==> src/rtl/rom_page_pkg.sv <==
package rom_page_pkg;
   typedef enum logic {
      SEL_FULL   = 1'b0,
      SEL_PAIRED = 1'b1
   } sel_mode_e;

   // Behavioural bank content: word = MULT*offset + BANK_STEP*bank + (offset >> HI_SHIFT)
   localparam int unsigned CONTENT_MULT = 3;
   localparam int unsigned CONTENT_BANK_STEP = 85;
   localparam int unsigned CONTENT_HI_SHIFT = 8;
endpackage

==> src/rtl/rom_onehot_dec.sv <==
module rom_onehot_dec #(
   parameter int unsigned IN_W = 2,
   localparam int unsigned OUT_N = 1 << IN_W
) (
   input  logic [IN_W-1:0]  sel,
   output logic [OUT_N-1:0] hot
);
   generate
      if (IN_W < 1) begin : g_bad_width
         $error("rom_onehot_dec: IN_W must be at least 1");
      end
      for (genvar i = 0; i < OUT_N; i++) begin : g_out
         assign hot[i] = (sel == IN_W'(i));
      end
   endgenerate
endmodule

==> src/rtl/rom_chip_sel.sv <==
module rom_chip_sel
   import rom_page_pkg::*;
#(
   parameter int unsigned ADDR_W  = 16,
   parameter int unsigned BANK_AW = 13,
   parameter sel_mode_e   MODE    = SEL_PAIRED,
   localparam int unsigned SEL_W  = ADDR_W - BANK_AW,
   localparam int unsigned NB     = 1 << SEL_W
) (
   input  logic [ADDR_W-1:0] addr,
   output logic [NB-1:0]     cs_n,
   output logic [NB-1:0]     oe_n
);
   generate
      if (MODE == SEL_FULL) begin : g_full
         logic [NB-1:0] hot;
         rom_onehot_dec #(.IN_W(SEL_W)) u_dec (
            .sel (addr[ADDR_W-1:BANK_AW]),
            .hot (hot)
         );
         for (genvar b = 0; b < NB; b++) begin : g_bank
            assign cs_n[b] = ~hot[b];
            assign oe_n[b] = ~hot[b];
         end
      end else begin : g_paired
         if (SEL_W < 2) begin : g_bad_sel
            $error("rom_chip_sel: paired mode needs at least four banks");
         end
         localparam int unsigned GRP_W = SEL_W - 1;
         localparam int unsigned NGRP  = 1 << GRP_W;
         logic [NGRP-1:0] grp_hot;
         logic            half;
         assign half = addr[BANK_AW];
         rom_onehot_dec #(.IN_W(GRP_W)) u_dec (
            .sel (addr[ADDR_W-1:BANK_AW+1]),
            .hot (grp_hot)
         );
         for (genvar b = 0; b < NB; b++) begin : g_bank
            assign cs_n[b] = ~grp_hot[b/2];
            if ((b % 2) == 0) begin : g_even
               assign oe_n[b] = half;
            end else begin : g_odd
               assign oe_n[b] = ~half;
            end
         end
      end
   endgenerate
endmodule

==> src/rtl/rom_bank_model.sv <==
module rom_bank_model
   import rom_page_pkg::*;
#(
   parameter int unsigned BANK_ID = 0,
   parameter int unsigned BANK_AW = 13,
   parameter int unsigned DATA_W  = 8,
   localparam int unsigned BASE   = BANK_ID * CONTENT_BANK_STEP
) (
   input  logic [BANK_AW-1:0] offset,
   input  logic               cs_n,
   input  logic               oe_n,
   output logic               drive,
   output logic [DATA_W-1:0]  word
);
   logic [31:0] off32;
   assign off32 = 32'(offset);
   assign drive = ~cs_n & ~oe_n;
   assign word  = DATA_W'(off32 * CONTENT_MULT + BASE + (off32 >> CONTENT_HI_SHIFT));
endmodule

==> src/rtl/rom_read_mux.sv <==
module rom_read_mux #(
   parameter int unsigned NB     = 8,
   parameter int unsigned DATA_W = 8
) (
   input  logic [NB-1:0]             drive,
   input  logic [NB-1:0][DATA_W-1:0] words,
   output logic [DATA_W-1:0]         rd_data
);
   always_comb begin
      rd_data = '0;
      for (int b = 0; b < NB; b++) begin
         if (drive[b]) rd_data = rd_data | words[b];
      end
   end
endmodule

==> src/rtl/rom_page_decode.sv <==
module rom_page_decode
   import rom_page_pkg::*;
#(
   parameter int unsigned ADDR_W  = 16,
   parameter int unsigned BANK_AW = 13,
   parameter int unsigned DATA_W  = 8,
   parameter sel_mode_e   MODE    = SEL_PAIRED,
   localparam int unsigned SEL_W  = ADDR_W - BANK_AW,
   localparam int unsigned NB     = 1 << SEL_W
) (
   input  logic [ADDR_W-1:0]  addr,
   output logic [NB-1:0]      cs_n,
   output logic [NB-1:0]      oe_n,
   output logic [BANK_AW-1:0] bank_addr,
   output logic [DATA_W-1:0]  rd_data
);
   generate
      if (BANK_AW >= ADDR_W) begin : g_bad_aw
         $error("rom_page_decode: BANK_AW must be below ADDR_W");
      end
      if (DATA_W < 1 || DATA_W > 32) begin : g_bad_dw
         $error("rom_page_decode: DATA_W must be 1..32");
      end
   endgenerate

   logic [NB-1:0]             drive;
   logic [NB-1:0][DATA_W-1:0] words;

   assign bank_addr = addr[BANK_AW-1:0];

   rom_chip_sel #(.ADDR_W(ADDR_W), .BANK_AW(BANK_AW), .MODE(MODE)) u_sel (
      .addr (addr),
      .cs_n (cs_n),
      .oe_n (oe_n)
   );

   generate
      for (genvar b = 0; b < NB; b++) begin : g_bank
         rom_bank_model #(.BANK_ID(b), .BANK_AW(BANK_AW), .DATA_W(DATA_W)) u_bank (
            .offset (bank_addr),
            .cs_n   (cs_n[b]),
            .oe_n   (oe_n[b]),
            .drive  (drive[b]),
            .word   (words[b])
         );
      end
   endgenerate

   rom_read_mux #(.NB(NB), .DATA_W(DATA_W)) u_mux (
      .drive   (drive),
      .words   (words),
      .rd_data (rd_data)
   );
endmodule

==> config.mk <==
export PLATFORM = sky130hd
export DESIGN_NAME = rom_page_decode
export DESIGN_NICKNAME = d
export VERILOG_FILES = /design/src/rtl/rom_page_pkg.sv /design/src/rtl/rom_onehot_dec.sv /design/src/rtl/rom_chip_sel.sv /design/src/rtl/rom_bank_model.sv /design/src/rtl/rom_read_mux.sv /design/src/rtl/rom_page_decode.sv
export SDC_FILE = /design/constraint.sdc
export NUM_CORES = 1
export LEC_CHECK = 0
export BUFFER_PORTS_ARGS = -buffer_cell sky130_fd_sc_hd__buf_2
export CAP_MARGIN = 20
export CORE_ASPECT_RATIO = 0.8
export CORE_MARGIN = 4
export CORE_UTILIZATION = 35
export DETAILED_ROUTE_END_ITERATION = 16
export PLACE_DENSITY = 0.57
export SYNTH_ARGS = -nofsm -noshare
export SYNTH_HDL_FRONTEND = slang
export SYNTH_SLANG_ARGS = --single-unit
==> constraint.sdc <==
create_clock -name vclk -period 4.2
set_input_delay 0.21 -clock vclk [all_inputs]
set_output_delay 0.21 -clock vclk [all_outputs]
set_load 0.03 [all_outputs]
==> summary.txt, run 1 <==
Clock network
  – Post-CTS Setup Bufs: 0
  – Resize count post-CTS: 0
  – Post-CTS Hold Buffers: 0

Pwr
  – Pwr/cell area: 353 nW/um^2
  – Leak Pwr: 1.24 nW
  – Peak supply drop: 0.114 mV
  – Final Power: 0.936 mW

Final layout
  – Register Area: 0 um^2
  – N_diodes: 0
  – Count of clock buffers in the final design: 0
  – FFs & Latches: 0
  – Share of cells above drive strength 1: 19.2%
  – Final #Nets: 416
  – Area Overhead vs Synth: 4.23%

Timing
  – Setup TNS: 0 ps
  – Tmin final: 3840 ps
  – Final Setup Violations: 0
  – Final period util: 91.3%
  – Fmax: 261 MHz
  – Slew Limit Headroom: 60.4%
  – RSZ-0062 raised after global routing: false
  – Pins over their slew limit: 0
  – Final WS setup: 364 ps
  – Worst Max-Slew Pin Slew: 593 ps
  – Fin. Hold Viols: 0

Critical path
  – CP arrival: 3630 ps
  – Crit end category: output port
  – Crit path kind: in -> out
  – Worst Path Buf+Inv: 4
  – Critical path depth: 15
  – CP required: 3990 ps
  – Crit Path Max Fanout: 7
  – Worst-path cell chain: buf_2 -> ha_1 -> fa_1 -> inv_1 -> ha_1 -> inv_1 -> fa_1 -> o21ba_2 -> o21ai_0 -> nand2b_1 -> a31oi_1 -> a41oi_1 -> mux2i_1 -> nand4_1 -> buf_2
  – Crit. Startpoint: addr[0]
  – Crit path max-delay family: adder cells
  – CP max stage cell: fa_1
  – Setup crit end: rd_data[7]
  – Critical Path Start Type: input port
  – Slowest stage delay, CP: 530 ps

Die
  – Core Rows: 27
  – Die ar.: 8700 um^2
  – Starting Density: 36.6%
  – I/O pin count: 53
  – Die Wd: 103 um
  – Core Region: 6960 um^2
  – Die extent in y: 84.3 um

Place
  – DP HPWL: 5930 um
  – DP Worst Slack: 226 ps
  – Port Buffers: 53
  – Routability cong.: 0.898

GRT
  – First-pass GRT wire length: 11500 um
  – Number of global-route vias before repair: 2240
  – Initial antenna violation count: 0
  – Total GRT Usage: 16.4%
  – Largest net degree at the start of global routing: 27
  – Congestion Overflow GR: 0

Job
  – Max-cap violation count: 0

Logic synthesis
  – Sequential-to-total area share from yosys stat: 0%
  – Syn_area_per_cell: 7.57 um^2
  – Adder-Cell Fraction of Synth Area: 27.9%
  – Synth Area in Simple Gates: 12.0%
  – XOR/XNOR Fraction of Synth Area: 11.6%
  – Netlist Area Pre-Place: 2540 um^2
  – Largest family of logic cells by synthesized area: adder cells
  – Synth area leader: ha_1
  – Mux share of post-synthesis cell area: 4.13%
  – Compound-cell area share of the yosys netlist: 27.0%
  – Yosys Warn Count: 0
  – Post-synthesis cell type count: 51
  – Synth Net Count: 401
  – Gate Count Post-Synth: 336
  – Synth area leaders: ha_1, fa_1, buf_4
  – Top cell type's share of synthesized area: 17.7%

Hold path
  – Hold crit path type: in -> out

Route
  – DRT antenna net count: 0
  – WL per Instance: 16.4 um
  – DRC errors left: 0
  – Routed Wire Length: 7130 um
  – Pre-Repair DR Iteration Count: 6
  – Via/cell ratio: 5.54
  – Number of vias in the routed layout: 2417
  – DR iter-0 viols: 175

Run status
  – Outcome: completed
## worst min-delay path by stage
stage | depth (start not counted) | end | start | slack (ps)
2_1_floorplan | 1 | bank_addr[0] | addr[0] | 550
3_3_place_gp | 2 | bank_addr[7] | addr[7] | 690
3_5_place_dp | 2 | bank_addr[7] | addr[7] | 700
4_1_cts | 2 | bank_addr[7] | addr[7] | 700
5_1_grt | 2 | bank_addr[7] | addr[7] | 710
6_report | 2 | bank_addr[7] | addr[7] | 690
## cells in the mapped netlist (2+ instances only)
library cell / number
nand2b_1: 5
and2_1: 3
inv_1: 40
a221oi_1: 4
a21o_1: 5
o21ba_2: 2
nor2b_1: 3
nand4_1: 3
a31oi_1: 3
mux2i_1: 6
buf_6: 2
fa_1: 13
xnor2_1: 15
nand2_1: 10
a21oi_1: 25
o211ai_1: 4
a32oi_1: 5
nand3_1: 6
and3_1: 2
clkbuf_1: 5
o21bai_1: 8
o21ai_0: 18
ha_1: 36
a41oi_1: 2
buf_4: 29
buf_2: 6
nor2_1: 25
o21a_1: 5
mux4_2: 2
xor2_1: 15
o22ai_1: 4
o31ai_1: 5
xnor2_2: 2
## per-stage QoR
| step | util (%) | hold slack, ps | instances | instance area, um^2 |
|---|---|---|---|---|
| after floorplan | - | 552 | 336 | 2540 |
| after global placement | 38.0 | 695 | 436 | 2640 |
| after detailed placement | 38.0 | 696 | 436 | 2640 |
| after CTS | 38.0 | 697 | 436 | 2640 |
| after global routing | 38.1 | 711 | 436 | 2650 |
| final | 38.1 | 695 | 436 | 2650 |
## cell type report
class              count  area, um^2
repair buffers        55         280
fillers              730        4310
well taps             87         109
inverters             41         154
multi-input cells    253        2110
## metal layers
layer / wire (um) / track usage (%) / vias to the layer above
li1: - / - / 1168
met1: 3340 / 25.5 / 1106
met2: 3010 / 24.7 / 133
met3: 707 / 2.24 / 10
met4: 76 / 1.29 / 0
met5: 0 / 0 / -
## cell families after synthesis
| kind of cell | count (synthesis) |
|---|---|
| AO/OA/AOI/OAI | 101 |
| buffers and inverters | 83 |
| AND/OR/NAND/NOR | 63 |
| adder cells (fa/ha/maj) | 49 |
| XOR/XNOR | 32 |
| multiplexers | 8 |
## cell usage in the layout (no fill, tap or decap), types with 4 or more instances in the layout
cell type	n
mux2i_1	6
o31ai_1	5
nor2_1	25
a221oi_1	4
o21bai_1	8
nand2_1	10
buf_2	53
nand2b_1	5
xnor2_1	15
fa_1	13
o21a_1	5
a21oi_1	25
o22ai_1	4
xor2_1	15
o21ai_0	18
inv_1	40
ha_1	35
nand3_1	6
o211ai_1	4
a32oi_1	5
a21o_1	5
## power by group
part	leakage, nW	internal, mW	switching, mW	total [mW]
clock	0	0	0	0
combinational	1.24	0.364	0.571	0.936
sequential	0	0	0	0
total	1.24	0.364	0.571	0.936
Power figures use the tool's default switching activity.
==> run 2, diff against run 1 <==
--- a/config.mk
+++ b/config.mk
@@ -12,5 +12,5 @@
 export CORE_UTILIZATION = 35
 export DETAILED_ROUTE_END_ITERATION = 16
-export PLACE_DENSITY = 0.57
+export REMOVE_ABC_BUFFERS = 1
 export SYNTH_ARGS = -nofsm -noshare
 export SYNTH_HDL_FRONTEND = slang
==> constraint.sdc (replaced) <==
create_clock -name vclk -period 4.2
set_input_delay 0.21 -clock vclk [all_inputs]
set_output_delay 0.21 -clock vclk [all_outputs]
set_load 0.02 [all_outputs]
==> run 2 against run 1 <==
- routed wire length shrank 1.3%
- worst hold slack got worse by 29 ps
- global-route usage is 0.31 points lower
- largest cell class unchanged
- critical path depth rose by 1
- critical path type unchanged
==> summary.txt, run 2 (synthesized netlist as in run 1, its figures left out) <==
Hold path
  – Hold crit path type: in -> out
  – Hold Path Origin: addr[7]

Critical path
  – Crit path kind: in -> out
  – Slowest stage delay, CP: 450 ps (-80 ps)
  – Crit Path Max Fanout: 10 (+3)
  – Worst-path cell chain: buf_2 -> ha_1 -> fa_1 -> a211oi_2 -> o21ba_1 -> or2_1 -> inv_1 -> ha_2 -> nand2_1 -> o21ai_0 -> a32oi_1 -> nor2_1 -> nor2_1 -> o41a_1 -> o2111ai_1 -> buf_2
  – Critical Path Start Type: input port
  – Crit. Startpoint: addr[0]
  – CP arrival: 3650 ps (+20 ps)
  – CP required: 3990 ps (about the same)
  – CP max stage cell: ha_2
  – Crit end category: output port

Place
  – DP Worst Slack: 209 ps (-17.1 ps)
  – Port Buffers: 53 (unchanged)
  – DP HPWL: 5950 um (+0.35%)
  – Placed cell count: 437 (+0.23%)
  – Routability cong.: 0.916 (+2.0%)

Route
  – Routed Wire Length: 7040 um (-1.3%)
  – Number of vias in the routed layout: 2425 (+0.33%)
  – DRC errors left: 0 (unchanged)
  – DR iter-0 viols: 211 (+21%)
  – Via/cell ratio: 5.55 (+0.10%)
  – DRT antenna net count: 0 (unchanged)
  – WL per Instance: 16.1 um (-1.5%)
  – Pre-Repair DR Iteration Count: 5 (-1)

GRT
  – Largest net degree at the start of global routing: 27 (unchanged)
  – Number of global-route vias before repair: 2269 (+1.3%)
  – First-pass GRT wire length: 11500 um (-0.54%)
  – Initial antenna violation count: 0 (unchanged)
  – Congestion Overflow GR: 0 (unchanged)
  – Total GRT Usage: 16.1% (-0.31 points)

Timing
  – Fin. Hold Viols: 0 (unchanged)
  – Pins over their slew limit: 0 (unchanged)
  – RSZ-0062 raised after global routing: false
  – Fmax: 259 MHz (-0.57%)
  – Slew Limit Headroom: 60.6% (+0.17 points)
  – Final WS setup: 342 ps (-21.8 ps)
  – Tmin final: 3860 ps (+21.8 ps)
  – Worst Max-Slew Pin Slew: 591 ps (-2.60 ps)
  – Hold Slack: 666 ps (-28.9 ps)
  – Final Setup Violations: 0 (unchanged)
  – Setup TNS: 0 ps (unchanged)
  – Final period util: 91.9% (+0.52 points)

Final layout
  – Area Overhead vs Synth: 4.53%
  – Layout Cells excl Fill: 437 (+0.23%)
  – Most frequent cells in the layout: buf_2, inv_1, ha_1, nor2_1, a21oi_1
  – Final #Nets: 417 (+0.24%)
  – Area of the multi-input gates: 2110 um^2 (unchanged)
  – Fill cell count: 747 (+2.3%)
  – Register Area: 0 um^2 (unchanged)
  – N_diodes: 0 (unchanged)
  – FFs & Latches: 0 (unchanged)
  – Share of cells above drive strength 1: 19.4% (+0.23 points)
  – Commonest non-fill, non-tap cell in the layout: buf_2
  – Count of clock buffers in the final design: 0 (unchanged)

Clock network
  – Post-CTS Setup Bufs: 0 (unchanged)

Pwr
  – Sw frac: 59.3% (-1.8 points)
  – Cell-internal power: 0.368 mW (+1.1%)
  – Comb pwr share: 100.0% (about the same)
  – NetSw: 0.536 mW (-6.2%)
  – Peak supply drop: 0.116 mV (+1.8%)
  – Pwr/cell area: 340 nW/um^2 (-3.6%)
  – Seq pwr share: 0% (unchanged)
  – Leak Pwr: 1.25 nW (+0.39%)
  – Power share of the clock group: 0% (unchanged)

Die
  – Core Rows: 27 (unchanged)
  – Starting Density: 36.6% (unchanged)
  – Die extent in y: 84.3 um (unchanged)
  – I/O pin count: 53 (unchanged)
  – Die ar.: 8700 um^2 (unchanged)
  – Core Region: 6960 um^2 (unchanged)
  – Die Wd: 103 um (unchanged)

Run status
  – Outcome: completed

Job
  – Max-cap violation count: 0 (unchanged)
## run 2: layout make-up
cell class | instances | share of cell area (%)
inverters | 41 | 5.79
multi-input cells | 253 | 79.3
well taps | 87 | 4.09
repair buffers | 56 | 10.8
## run 2: power groups by stage
stage / Sequential (mW) / Combinational [mW] / Clock [mW]
finish: 0 / 0.904 / 0
global route: 0 / 1.00 / 0
CTS: 0 / 0.890 / 0
detailed placement: 0 / 0.887 / 0
global placement: 0 / 0.885 / 0
floorplan: 0 / 0.642 / 0
## run 2: layer usage
| metal | routed length [um] | up-vias | global-route usage (%) |
|---|---|---|---|
| met4 | 21 | 0 | 0.706 |
| met1 | 3520 | 1129 | 26.3 |
| met2 | 2950 | 125 | 24.5 |
| met5 | 0 | - | 0 |
| met3 | 545 | 2 | 0.0831 |
| li1 | - | 1169 | - |
## run 2: timing repair
| item | 4_1_cts | 5_1_grt |
|---|---|---|
| setup endpoints to repair | 0 | 1 |
| hold buffers | 0 | 0 |
| resized for setup | 0 | 2 |
| endpoints found under the hold margin | 0 | 0 |
## run 2: final timing paths
check / cells past startpoint / to
max: 16 / rd_data[6]
min: 2 / bank_addr[7]
## run 2: metrics by stage
stage,area [um^2],util (%),power (mW)
floorplan,2250,-,0.642
global placement,2650,38.1,0.885
detailed placement,2650,38.1,0.887
CTS,2650,38.1,0.890
global route,2660,38.2,1.00
finish,2660,38.2,0.904
## run 2: critical path: cells and delay by family
family / cells / cell delay [ps]
compound gates: 6 / 1340
simple gates: 4 / 570
fa+ha+maj: 3 / 1070
buf+inv: 3 / 450
